<file path="config.mk">
export PLATFORM = sky130hd
export DESIGN_NAME = ovs_uart_rx
export DESIGN_NICKNAME = d
export VERILOG_FILES = /design/src/rtl/ovs_rx_pkg.sv /design/src/rtl/ovs_rx_sync.sv /design/src/rtl/ovs_rx_framer.sv /design/src/rtl/ovs_rx_fifo.sv /design/src/rtl/ovs_uart_rx.sv
export SDC_FILE = /design/constraint.sdc
export NUM_CORES = 1
export LEC_CHECK = 0
export ABC_AREA = 1
export BUFFER_PORTS_ARGS = -buffer_cell sky130_fd_sc_hd__clkbuf_2
export CORE_MARGIN = 3
export CORE_UTILIZATION = 25
export DETAILED_ROUTE_END_ITERATION = 16
export GPL_ROUTABILITY_DRIVEN = 0
export GPL_TIMING_DRIVEN = 1
export PLACE_DENSITY = 0.52
export SYNTH_ARGS = -nofsm -noshare
export SYNTH_HDL_FRONTEND = slang
export SYNTH_SLANG_ARGS = --single-unit
</file>
<file path="constraint.sdc">
create_clock -name clk -period 2 [get_ports clk]
set_input_delay 0.4 -clock clk [delete_from_list [all_inputs] [get_ports clk]]
set_output_delay 0.4 -clock clk [all_outputs]
set_load 0.02 [all_outputs]
</file>
<file path="src/rtl/ovs_rx_pkg.sv">
// Package: shared types and helpers for the oversampling serial receiver.
// Assumes a fixed maximum data width of eight bits.
package ovs_rx_pkg;

    localparam int unsigned DATA_W = 8;

    // Receive sequencer states
    typedef enum logic [2:0] {
        F_IDLE,
        F_START,
        F_DATA,
        F_PAR,
        F_STOP
    } fsm_e;

    // One stored word with its status
    typedef struct packed {
        logic [DATA_W-1:0] data;
        logic              ferr;
        logic              perr;
        logic              ovr;
    } rx_word_t;

    // Two-out-of-three majority
    function automatic logic vote3(input logic [2:0] s);
        return (s[0] & s[1]) | (s[0] & s[2]) | (s[1] & s[2]);
    endfunction

endpackage

</file>
<file path="src/rtl/ovs_rx_sync.sv">
// Module: multi-stage synchronizer for the asynchronous serial input.
// Assumes the line idles high, so every stage resets to 1.
module ovs_rx_sync #(
    parameter int unsigned STAGES = 2
) (
    input  logic clk,
    input  logic rst_n,
    input  logic d,
    output logic q
);

    logic [STAGES-1:0] chain;

    generate
        if (STAGES == 1) begin : g_one
            // Single capture flop
            always_ff @(posedge clk) begin
                if (!rst_n) chain <= 1'b1;
                else        chain <= d;
            end
        end else begin : g_many
            // Shift the input through the chain
            always_ff @(posedge clk) begin
                if (!rst_n) chain <= '1;
                else        chain <= {chain[STAGES-2:0], d};
            end
        end
    endgenerate

    assign q = chain[STAGES-1];

endmodule

</file>
<file path="src/rtl/ovs_rx_framer.sv">
// Module: start detection, per-bit majority decision, data assembly and
// parity/stop checking. Emits a one-cycle push with the finished word.
// Assumes os_tick pulses OSR times per bit and configuration is held
// stable while a frame is in progress.
module ovs_rx_framer
    import ovs_rx_pkg::*;
#(
    parameter int unsigned OSR = 16
) (
    input  logic     clk,
    input  logic     rst_n,
    input  logic     os_tick,
    input  logic     rx_s,
    input  logic [1:0] cfg_len,
    input  logic [1:0] cfg_par,
    output logic     push,
    output rx_word_t word
);

    localparam int unsigned CW = $clog2(OSR);
    localparam logic [CW-1:0] V0   = CW'(OSR / 2 - 1);
    localparam logic [CW-1:0] V1   = CW'(OSR / 2);
    localparam logic [CW-1:0] V2   = CW'(OSR / 2 + 1);
    localparam logic [CW-1:0] LAST = CW'(OSR - 1);

    fsm_e              state;
    logic [CW-1:0]     cnt;
    logic              prev_q;
    logic [1:0]        votes;
    logic [2:0]        bit_idx;
    logic [DATA_W-1:0] shreg;
    logic              par_bit;
    logic              maj;
    logic [2:0]        last_idx;

    assign maj      = vote3({rx_s, votes});
    assign last_idx = 3'd4 + {1'b0, cfg_len};

    // Sequence a frame one observation at a time
    always_ff @(posedge clk) begin
        if (!rst_n) begin
            state   <= F_IDLE;
            cnt     <= '0;
            prev_q  <= 1'b1;
            votes   <= '0;
            bit_idx <= '0;
            shreg   <= '0;
            par_bit <= 1'b0;
            push    <= 1'b0;
            word    <= '0;
        end else begin
            push <= 1'b0;
            if (os_tick) begin
                prev_q <= rx_s;
                case (state)
                    F_IDLE: begin
                        if (prev_q && !rx_s) begin
                            state <= F_START;
                            cnt   <= CW'(1);
                        end
                    end
                    default: begin
                        if (cnt == V0 || cnt == V1) votes <= {votes[0], rx_s};
                        cnt <= (cnt == LAST) ? '0 : cnt + CW'(1);
                        if (cnt == V2) begin
                            case (state)
                                F_START: begin
                                    if (maj) begin
                                        state <= F_IDLE;
                                    end else begin
                                        state   <= F_DATA;
                                        bit_idx <= '0;
                                        shreg   <= '0;
                                    end
                                end
                                F_DATA: begin
                                    shreg[bit_idx] <= maj;
                                    if (bit_idx == last_idx)
                                        state <= cfg_par[1] ? F_PAR : F_STOP;
                                    else
                                        bit_idx <= bit_idx + 3'd1;
                                end
                                F_PAR: begin
                                    par_bit <= maj;
                                    state   <= F_STOP;
                                end
                                F_STOP: begin
                                    push      <= 1'b1;
                                    word.data <= shreg;
                                    word.ferr <= !maj;
                                    word.perr <= cfg_par[1] &&
                                                 (par_bit != ((^shreg) ^ cfg_par[0]));
                                    word.ovr  <= 1'b0;
                                    state     <= F_IDLE;
                                end
                                default: state <= F_IDLE;
                            endcase
                        end
                    end
                endcase
            end
        end
    end

endmodule

</file>
<file path="src/rtl/ovs_rx_fifo.sv">
// Module: shift-down receive queue. Entry 0 is always the read position.
// A push into a full queue with no read is dropped and marks the newest
// held entry with an overrun.
module ovs_rx_fifo
    import ovs_rx_pkg::*;
#(
    parameter int unsigned DEPTH = 2
) (
    input  logic     clk,
    input  logic     rst_n,
    input  logic     push,
    input  rx_word_t push_word,
    input  logic     pop,
    output rx_word_t head,
    output logic     nonempty,
    output logic [$clog2(DEPTH+1)-1:0] level
);

    localparam int unsigned LW = $clog2(DEPTH + 1);

    rx_word_t        slot [DEPTH];
    rx_word_t        up   [DEPTH];
    logic            pop_ok;
    logic            full;
    logic            accept;
    logic [LW-1:0]   wr_idx;

    assign pop_ok   = pop && (level != '0);
    assign full     = (level == LW'(DEPTH));
    assign accept   = push && (!full || pop_ok);
    assign wr_idx   = level - LW'(pop_ok);
    assign head     = slot[0];
    assign nonempty = (level != '0);

    generate
        for (genvar i = 0; i < DEPTH; i++) begin : g_up
            if (i < DEPTH - 1) begin : g_mid
                assign up[i] = slot[i+1];
            end else begin : g_top
                assign up[i] = '0;
            end
        end
    endgenerate

    // Move, fill or mark each entry
    always_ff @(posedge clk) begin
        if (!rst_n) begin
            for (int i = 0; i < DEPTH; i++) slot[i] <= '0;
        end else begin
            for (int i = 0; i < DEPTH; i++) begin
                if (accept && wr_idx == LW'(i))
                    slot[i] <= push_word;
                else if (pop_ok)
                    slot[i] <= up[i];
                else if (i == DEPTH - 1 && push && full)
                    slot[i].ovr <= 1'b1;
            end
        end
    end

    // Track the number of held words
    always_ff @(posedge clk) begin
        if (!rst_n) level <= '0;
        else        level <= level + LW'(accept) - LW'(pop_ok);
    end

endmodule

</file>
<file path="src/rtl/ovs_uart_rx.sv">
// Module: top of the oversampling serial receiver. Joins the input
// synchronizer, the frame sequencer and the receive queue, and presents
// the word at the read position with its status.
module ovs_uart_rx
    import ovs_rx_pkg::*;
#(
    parameter int unsigned OSR         = 16,
    parameter int unsigned SYNC_STAGES = 2,
    parameter int unsigned DEPTH       = 2
) (
    input  logic              clk,
    input  logic              rst_n,
    input  logic              rx_line,
    input  logic              os_tick,
    input  logic [1:0]        cfg_len,
    input  logic [1:0]        cfg_par,
    input  logic              rd_strobe,
    output logic [DATA_W-1:0] rx_data,
    output logic              rx_done,
    output logic              err_frame,
    output logic              err_parity,
    output logic              err_overrun
);

    logic                       rx_s;
    logic                       frm_push;
    rx_word_t                   frm_word;
    rx_word_t                   head;
    logic [$clog2(DEPTH+1)-1:0] fifo_level;

    ovs_rx_sync #(.STAGES(SYNC_STAGES)) u_sync (
        .clk   (clk),
        .rst_n (rst_n),
        .d     (rx_line),
        .q     (rx_s)
    );

    ovs_rx_framer #(.OSR(OSR)) u_framer (
        .clk     (clk),
        .rst_n   (rst_n),
        .os_tick (os_tick),
        .rx_s    (rx_s),
        .cfg_len (cfg_len),
        .cfg_par (cfg_par),
        .push    (frm_push),
        .word    (frm_word)
    );

    ovs_rx_fifo #(.DEPTH(DEPTH)) u_fifo (
        .clk       (clk),
        .rst_n     (rst_n),
        .push      (frm_push),
        .push_word (frm_word),
        .pop       (rd_strobe),
        .head      (head),
        .nonempty  (rx_done),
        .level     (fifo_level)
    );

    assign rx_data     = head.data;
    assign err_frame   = rx_done & head.ferr;
    assign err_parity  = rx_done & head.perr;
    assign err_overrun = rx_done & head.ovr;

endmodule

</file>
==> Word level (Yosys, flattened, before mapping) <==
Memories as Yosys holds them, arrays and structs flattened.
Index checks and enable logic that the tools add are counted.
Widths: inputs -> output; s select.
{ "classes": {"bitwise": 18, "n_eq_ne": 16, "n_reduce_logical": 27, "magnitude_cmp": 2, "n_addsub": 6, "n_mux": 43} }
{ "ops": {"columns": ["op", "n"], "rows": [
  ["$mux 11", 4],
  ["$mux 1", 22],
  ["$mux 3", 7],
  ["$pmux 8 s2", 1],
  ["$eq 4x4->1 const B", 3],
  ["$mux 4", 3],
  ["$reduce_and 4->1", 3],
  ["$pmux 3 s3", 1],
  ["$bwmux 8", 1],
  ["$logic_and 1x1->1", 8],
  ["$mux 8", 1],
  ["$reduce_xor 8->1", 1],
  ["$or 1x1->1", 7],
  ["$and 1x1->1", 6],
  ["$eq 3x2->1 const B", 2],
  ["$pmux 3 s2", 1],
  ["$reduce_and 6->1", 1],
  ["$reduce_bool 2->1", 3],
  ["$reduce_and 5->1", 1],
  ["$add 4x1->4 const B", 1],
  ["$eq 4x3->1 const B", 1],
  ["$lt 3x4->1 const B", 1],
  ["$ne 2x2->1 const B", 2],
  ["$not 1->1", 4],
  ["23 further kinds", 27]
]} }
{ "totals": {"word_cells": 126, "reg_bits": 37, "in_bits": 9, "ram_bits": 22, "memories": 1} }
{ "memory_table": {"columns": ["memory", "words", "word_bits", "read_ports", "rd_ports_with_merged_regs", "wr", "line", "source"], "rows": [
  ["u_fifo.slot", 2, 11, 2, 0, 2, "ovs_rx_fifo.sv:21", "rx_word_t slot [DEPTH];"]
]} }

==> Depth between registers and ports, before layout <==
Gate-level depths: netlist of run 1.
{ "logic_depth": {"depth_word": 11, "depth_mapped": 11, "ltp_nobuf": 11} }

==> Hierarchy <==
A second synthesis of run 1 with hierarchy kept.
{ "hier_totals": {"cells_unflattened": 411, "area_unflattened_um2": 3060.4} }
{ "modules_own_cells": {"columns": ["module", "n_inst", "seq_area_each_um2", "cells_per_inst", "area_each_um2"], "rows": [
  ["ovs_rx_framer", 1, 660.6, 253, 1795.5],
  ["ovs_rx_fifo", 1, 600.6, 146, 1187.4],
  ["ovs_rx_sync", 1, 40.0, 6, 55.1],
  ["ovs_uart_rx", 1, 0.0, 6, 22.5]
]} }

==> Least setup slack after synthesis of run 1 <==
No wires, ideal clock.
{ "synth_path": {"path_kind": "input to register", "from": "in rst_n", "to": "mem u_fifo.slot[0][0] (netlist bit) (enable)", "path_slack_ns": 0.393, "cell_stages": 5, "arrival_time_ns": 1.262, "path_cell_list": "clkbuf_2 -> inv_2 -> clkbuf_1 -> nor2_1 -> nand2_1"} }
{ "synth_lines": {"columns": ["item", "line", "source"], "rows": [
  ["start: declaration", "ovs_uart_rx.sv:12", "input logic rst_n,"],
  ["end: declaration", "ovs_rx_fifo.sv:21", null]
]} }

==> Final worst setup path of run 1 <==
{ "layout_path": {"from": "reg u_framer.cnt[1]", "to": "reg u_framer.bit_idx[1]"} }
{ "layout_via": {"elab_chain_cells": 2} }
{ "layout_rtl": {"columns": ["item", "line", "source"], "rows": [
  ["start: declaration", "ovs_rx_framer.sv:27", "logic [CW-1:0] cnt;"],
  ["start signal: assignment", "ovs_rx_framer.sv:64", "cnt <= (cnt == LAST) ? '0 : cnt + CW'(1);"],
  ["$eq 4x4->1", "ovs_rx_framer.sv:65", "if (cnt == V2) begin"],
  ["$reduce_and 6->1 (no source line)", null, null],
  ["end signal: assignment", "ovs_rx_framer.sv:81", "bit_idx <= bit_idx + 3'd1;"],
  ["end: declaration", "ovs_rx_framer.sv:30", "logic [2:0] bit_idx;"]
]} }
No other way between the ends.
A chain may end at the register's enable or synchronous reset.

==> results of run 1 <==
-- worst paths after layout --
kind / to / slack (ns) / cells after the start / startpoint
setup reg to reg: u_framer.bit_idx[1]$_SDFFE_PN0P_ / 0.39 / 9 / u_framer.cnt[1]$_SDFFE_PN0P_
setup / recovery: u_framer.bit_idx[1]$_SDFFE_PN0P_ / 0.39 / 9 / u_framer.cnt[1]$_SDFFE_PN0P_
hold / removal: u_sync.chain[0]$_SDFF_PN1_ / 0.26 / 2 / rx_line
hold reg to reg: u_sync.chain[1]$_SDFF_PN1_ / 0.42 / 1 / u_sync.chain[0]$_SDFF_PN1_
-- through the flow --
stage / setup WS [ns] / area [um2]
floorplan: 0.393 / 2940
global placement: 0.418 / 3130
detailed placement: 0.379 / 3130
CTS: 0.397 / 3410
global route: 0.259 / 3410
finish: 0.393 / 3410
-- area by class of cell --
type | count | share of cell area (%)
Sequential cell | 59 | 38.2
Clock inverter | 7 | 1.54
Clock buffer | 9 | 6.61
Tap cell | 140 | 5.14
Multi-Input combinational cell | 277 | 39.4
Timing Repair Buffer | 26 | 4.26
Inverter | 44 | 4.85
-- synth_stat cells, drive strengths merged, types with 4 or more instances --
master,instances
o21ai,45
dfxtp,47
clkbuf,4
inv,44
nand3,16
nand2,97
nand4,4
a21oi,44
ha,5
nor2,50
edfxtp,12
buf,15
nor3,7
-- kinds of logic after synthesis --
kind of cell | count (synthesis) | share of synthesized area (%)
adders and majority gates | 5 | 2.13
xor gates and xnor gates | 4 | 1.19
AOI/OAI and AO/OA | 91 | 16.0
buffers and inverters | 63 | 10.1
and+or+nand+nor | 177 | 26.4
DFF | 59 | 44.2
-- routing by layer --
layer	part of all wire, %	up-vias	global-route usage [%]
met3	4.1	7	2.85
met2	45	41	15.6
li1	-	1324	-
met1	50	1103	12.0
met5	0	-	0
met4	1.1	0	3.80
-- cell usage in the layout, fill, tap and decap left out --
cell type   instances
nand2_2             5
clkinv_2            1
clkinvlp_4          4
nor2_4              3
clkbuf_2           20
buf_4               6
clkinv_4            1
nor3_1              7
a211oi_1            1
or2_2               2
or2_1               1
o21ai_1             4
o22ai_1             1
a21oi_1            43
nand4_1             4
nand3_2             3
inv_2               9
o21ai_0            39
inv_1              35
clkbuf_16           9
a21oi_2             1
inv_6               1
nand3_1            13
nor2_1             44
nand2_4             1
dfxtp_1            47
nand2_1            91
edfxtp_1           12
xor2_1              3
xnor2_1             1
ha_1                5
o21ai_2             2
nor2_2              3
-- sequential cells by signal, summed over array words and instances, names as in the netlist --
| signal | flops |
|---|---|
| u_framer.prev_q | 1 |
| u_framer.par_bit | 1 |
| u_framer.cnt | 4 |
| u_fifo.slot | 22 |
| u_framer.votes | 2 |
| u_sync.chain | 2 |
| u_framer.shreg | 8 |
| u_framer.state | 3 |
| u_framer.word | 10 |
| u_framer.push | 1 |
| u_fifo.level | 2 |
| u_framer.bit_idx | 3 |
-- power breakdown --
group | leakage [nW] | internal, mW | total (mW) | switching [mW]
combinational | 0.782 | 0.153 | 0.514 | 0.361
clock | 0.124 | 0.840 | 1.40 | 0.564
sequential | 0.503 | 1.27 | 1.32 | 0.0524
total | 1.41 | 2.26 | 3.24 | 0.977
-- worst reg2reg max path, delay by kind of cell, from the launching register on --
family | cells | cell delay (ns)
adders and majority gates | 1 | 0.17
DFF | 1 | 0.32
AOI/OAI and AO/OA | 1 | 0.17
buffers and inverters | 1 | 0.11
and+or+nand+nor | 6 | 0.73
==> flow_metrics.env, run 1 <==
export IMPL_antenna_found_initial=0
export IMPL_worst_ep_arrival_time_ns=1.83
export IMPL_power_density_nw_per_um2=950
export IMPL_die_area_um2=13100
export IMPL_p_total_mw=3.24
export IMPL_syn_nets=413
export IMPL_yosysWarnings=0
export IMPL_grt_pass1_wl_um=10300
export IMPL_cp_max_fo=11
export IMPL_syn_to_final_growth_pct=15.8
export IMPL_path_buf_inv=1
export IMPL_max_cap_violations=0
export IMPL_max_freq_mhz=622
export IMPL_via_per_inst=4.40
export IMPL_final_nets=431
export IMPL_drive_gt1_share_pct=16.8
export IMPL_leakage_nw=1.41
export IMPL_register_area_um2=1300
export IMPL_seq_area_frac_synth_pct=44.2
export IMPL_grt_pass1_vias=2285
export IMPL_routed_wl_um=5920
export IMPL_hold_viol=0
export IMPL_fin_skew_ns=0.00907
export IMPL_synth_seq_cells=59
export IMPL_slew_headroom_pct=65.0
export IMPL_syn_inst=399
export IMPL_die_x_um=114
export IMPL_synth_cell_types=31
export IMPL_synth_main_ff_cell="dfxtp_1"
export IMPL_cts_root_buf="clkbuf_16"
export IMPL_drcViolationCount=0
export IMPL_startpoint_type="register"
export IMPL_ir_drop_v=0.000407
export IMPL_required_ns=2.22
export IMPL_cts_buffers=9
export IMPL_slew_viol_final=0
export IMPL_path_clk_slew_ns=0.06
export IMPL_grt_setup_unrepaired="false"
export IMPL_synth_area_leader_cell="dfxtp_1"
export IMPL_clk_latency_ns=0.32
export IMPL_ios=21
export IMPL_synthTopCellsByArea="dfxtp_1 (32%), edfxtp_1 (12%), nand2_1 (12%), a21oi_1 (7.3%), o21ai_0 (6.6%)"
export IMPL_synth_edf_count=12
export IMPL_end_kind="register"
export IMPL_diodes=0
export IMPL_hold_buffers=0
export IMPL_vias=2475
export IMPL_drtIter0Drc=126
export IMPL_post_cts_buffers=0
export IMPL_multiInputGateArea_um2=1340
export IMPL_synthesis_area_um2=2940
export IMPL_floorplan_initialDensity_pct=26.3
export IMPL_async_flop_share_pct=0
export IMPL_dp_final_hpwl_um=4300
export IMPL_fillers=1194
export IMPL_core_area_um2=11200
export IMPL_grt_util_all_layers_pct=9.64
export IMPL_status="finished clean"
export IMPL_fp_dieH_um=114
export IMPL_port_buffers=20
export IMPL_cts_tree="done"
export IMPL_path_cells="inv_1, ha_1, nand3_2, nor2_4, nand2_1, nand2_2, nand2_1, o21ai_0, nor2_1"
export IMPL_grt_ovfl_total=0
export IMPL_clock_path_buffers=2
export IMPL_final_cells=562
export IMPL_final_core_utilization_pct=30.5
export IMPL_grt_start_max_net_pins=20
export IMPL_crit_type="register to register"
export IMPL_avgSynthCellArea_um2=7.38
export IMPL_cp_slowest_stage_delay_ns=0.32
export IMPL_dp_cells=546
export IMPL_min_period_ns=1.61
export IMPL_ant_nets=0
export IMPL_cts_repair_resized=0
export IMPL_min_period_over_period_pct=80.4
export IMPL_cp_common_cell="nand2_1"
export IMPL_cp_slowest_cell="dfxtp_1"
export IMPL_hp_class="input port to register"
export IMPL_cts_htree_levels=3
export IMPL_crit_family="simple AND/OR/NAND/NOR gates"
export IMPL_clock_sinks=59
export IMPL_num_rows=38
export IMPL_synthDominantCellAreaShare_pct=32.0
export IMPL_setup_tns_final_ns=0
export IMPL_tightestPinTransition_ns=0.522
export IMPL_drtPass1Iterations=4
export IMPL_setup_viol=0
export IMPL_wl_per_cell_um=10.5
export IMPL_hold_slack_ns=0.263
Note: power is estimated with default switching activity, not from simulation.
==> inputs of run 2 (changes only) <==
Settings changed: PLACE_DENSITY 0.52 to 0.53.
Clock period 2 ns to 1.3 ns, I/O delays scaled along.
==> flow_metrics.env, run 2 (synthesis gave the netlist of run 1 again) <==
export IMPL_min_from="rx_line"
export IMPL_switching_power_mw=1.86
export IMPL_hold_depth=2
export IMPL_antenna_found_initial=0
export IMPL_clk_latency_ns=0.32
export IMPL_grt_pass1_vias=2581
export IMPL_clock_path_buffers=2
export IMPL_fin_area_um2=4410
export IMPL_grt_setup_unrepaired="true"
export IMPL_min_period_over_period_pct=109
export IMPL_grt_pass1_wl_um=11600
export IMPL_diodes=0
export IMPL_die_area_um2=13100
export IMPL_floorplan_initialDensity_pct=26.3
export IMPL_fin_ws_ns=-0.122
export IMPL_min_period_ns=1.42
export IMPL_die_x_um=114
export IMPL_core_area_um2=11200
export IMPL_status="complete, but fails checks"
export IMPL_reg_top3="u_fifo.slot x22, u_framer.word x10, u_framer.shreg x8"
export IMPL_r2r_end="u_fifo.slot[1][6]$_SDFFE_PP0P_"
export IMPL_max_cap_violations=0
export IMPL_power_density_nw_per_um2=1340
export IMPL_cts_buffers=9
export IMPL_pwr_share_clk_pct=36.5
export IMPL_holdPathEnd="u_sync.chain[0]$_SDFF_PN1_"
export IMPL_syn_to_final_growth_pct=49.9
export IMPL_grt_most_used_layer="met2"
export IMPL_hold_viol=0
export IMPL_violations="negative setup slack"
export IMPL_drcViolationCount=0
export IMPL_grt_met2_usage_pct=18.4
export IMPL_ir_drop_v=0.000749
export IMPL_drtIter0Drc=90
export IMPL_final_cell_mix="nand2_1 (71), buf_4 (44), dfxtp_1 (40)"
export IMPL_dp_final_hpwl_um=4680
export IMPL_slew_headroom_pct=77.9
export IMPL_largest_register_ffs=22
export IMPL_place_ws_ns=-0.129
export IMPL_cts_tree="done"
export IMPL_r2r_start="u_fifo.level[1]$_SDFF_PN0_"
export IMPL_final_core_utilization_pct=39.5
export IMPL_slew_viol_final=0
export IMPL_dpl_cell_area_um2=3500
export IMPL_startpoint_type="register"
export IMPL_hp_class="input port to register"
export IMPL_grt_util_all_layers_pct=10.9
export IMPL_cts_htree_levels=3
export IMPL_port_buffers=20
export IMPL_ios=21
export IMPL_worst_ep_arrival_time_ns=1.69
export IMPL_tightestPinTransition_ns=0.329
export IMPL_fp_dieH_um=114
export IMPL_grt_util_met3_pct=3.01
export IMPL_ant_nets=0
export IMPL_routed_wl_um=7200
export IMPL_path_clk_slew_ns=0.06
export IMPL_required_ns=1.56
export IMPL_num_rows=38
export IMPL_max_freq_mhz=703
export IMPL_via_per_inst=4.55
export IMPL_grt_start_max_net_pins=19
export IMPL_final_cells=619
export IMPL_cts_root_buf="clkbuf_16"
export IMPL_gr_usage_met1_pct=13.0
export IMPL_drtPass1Iterations=4
export IMPL_wl_per_cell_um=11.6
export IMPL_end_kind="register"
export IMPL_grt_ovfl_total=0
export IMPL_setup_viol=45
export IMPL_clock_sinks=59
export IMPL_dp_cells=590
export IMPL_layout_commonest_cell="nand2_1"
export IMPL_swShare_pct=31.4
export IMPL_reg2regPathDepth=10
export IMPL_drive_gt1_share_pct=48.2
export IMPL_fin_skew_ns=0.00466
export IMPL_regToRegSetupSlack_ns=-0.12
export IMPL_p_int_mw=4.05
export IMPL_final_nets=488
export IMPL_crit_type="register to register"
export IMPL_vias=2815
export IMPL_seq_power_share_pct=35.1
export IMPL_cp_max_fo=5
export IMPL_leakage_nw=1.78
export IMPL_top_register="u_fifo.slot"
export IMPL_combPwrFrac_pct=28.4
## run 2: cell types whose count changed in the layout (fill, tap and decap cells not counted), moves of 8 or more
cell / delta
a21oi_1: -21
buf_4: +38
o21ai_0: -31
a21oi_2: +20
nand2_4: +8
nand2_1: -20
o21ai_2: +22
buf_6: +18
nor2_1: -13
nand2_2: +12
## run 2: worst max-delay path by stage
stage | startpoint | to | depth (start not counted)
after global placement | rd_strobe | u_fifo.slot[1][2]$_SDFFE_PP0P_ | 10
after detailed placement | rd_strobe | u_fifo.slot[1][6]$_SDFFE_PP0P_ | 10
after CTS | u_fifo.level[0]$_SDFF_PN0_ | err_parity | 4
after global routing | u_fifo.level[1]$_SDFF_PN0_ | u_fifo.slot[1][6]$_SDFFE_PP0P_ | 10
final | u_fifo.level[1]$_SDFF_PN0_ | u_fifo.slot[1][6]$_SDFFE_PP0P_ | 10
after floorplan | u_fifo.level[0]$_SDFF_PN0_ | u_fifo.slot[1][0]$_DFFE_PP_ | 9
## run 2: power by group through the flow
stage | Clock (mW) | Sequential (mW) | Combinational, mW
5_1_grt | 2.30 | 2.09 | 1.82
6_report | 2.16 | 2.07 | 1.68
2_1_floorplan | 0 | 2.07 | 0.642
3_3_place_gp | 0 | 2.07 | 1.24
3_5_place_dp | 0 | 2.07 | 1.25
4_1_cts | 2.22 | 2.05 | 1.37
## run 2: cell type report
cell class	count	area [um2]
repair buffers	81	653
inverters	44	178
well taps	140	175
clock buffers	9	225
clock inverters	7	53.8
flip-flops and latches	59	1320
multi-input cells	278	1800
repair inverters	1	8.76
fillers	1085	6760
## run 2: critical path: stages (launching register included)
cell	delay, ns
dfxtp_4	0.37
buf_6	0.10
nand2_4	0.05
o21ai_2	0.14
inv_2	0.06
nand3_4	0.09
inv_4	0.05
nor2_4	0.16
buf_6	0.15
nand2_1	0.07
a21oi_2	0.11
## run 2: repair_timing
item,in CTS,in global routing
setup endpoints to repair,57,71
buffers inserted,2,7
pin swaps,14,42
gates cloned,2,2
hold buffers,0,0
gates resized for setup,66,122
## run 2: routing by layer
layer / vias up / part of all wire [%] / wire [um]
li1: 1454 / - / -
met5: - / 0 / 0
met2: 38 / 50 / 3630
met1: 1317 / 46 / 3290
met4: 0 / 1.0 / 74
met3: 6 / 2.9 / 210
## run 2: metrics by stage
step	setup TNS (ns)	hold slack [ns]	total power, mW
6_report	-2.68	0.118	5.91
5_1_grt	-7.04	0.125	6.20
4_1_cts	-2.03	0.115	5.64
3_5_place_dp	-4.83	0.406	3.32
3_3_place_gp	-3.38	0.397	3.31
2_1_floorplan	-0.0183	0.360	2.71
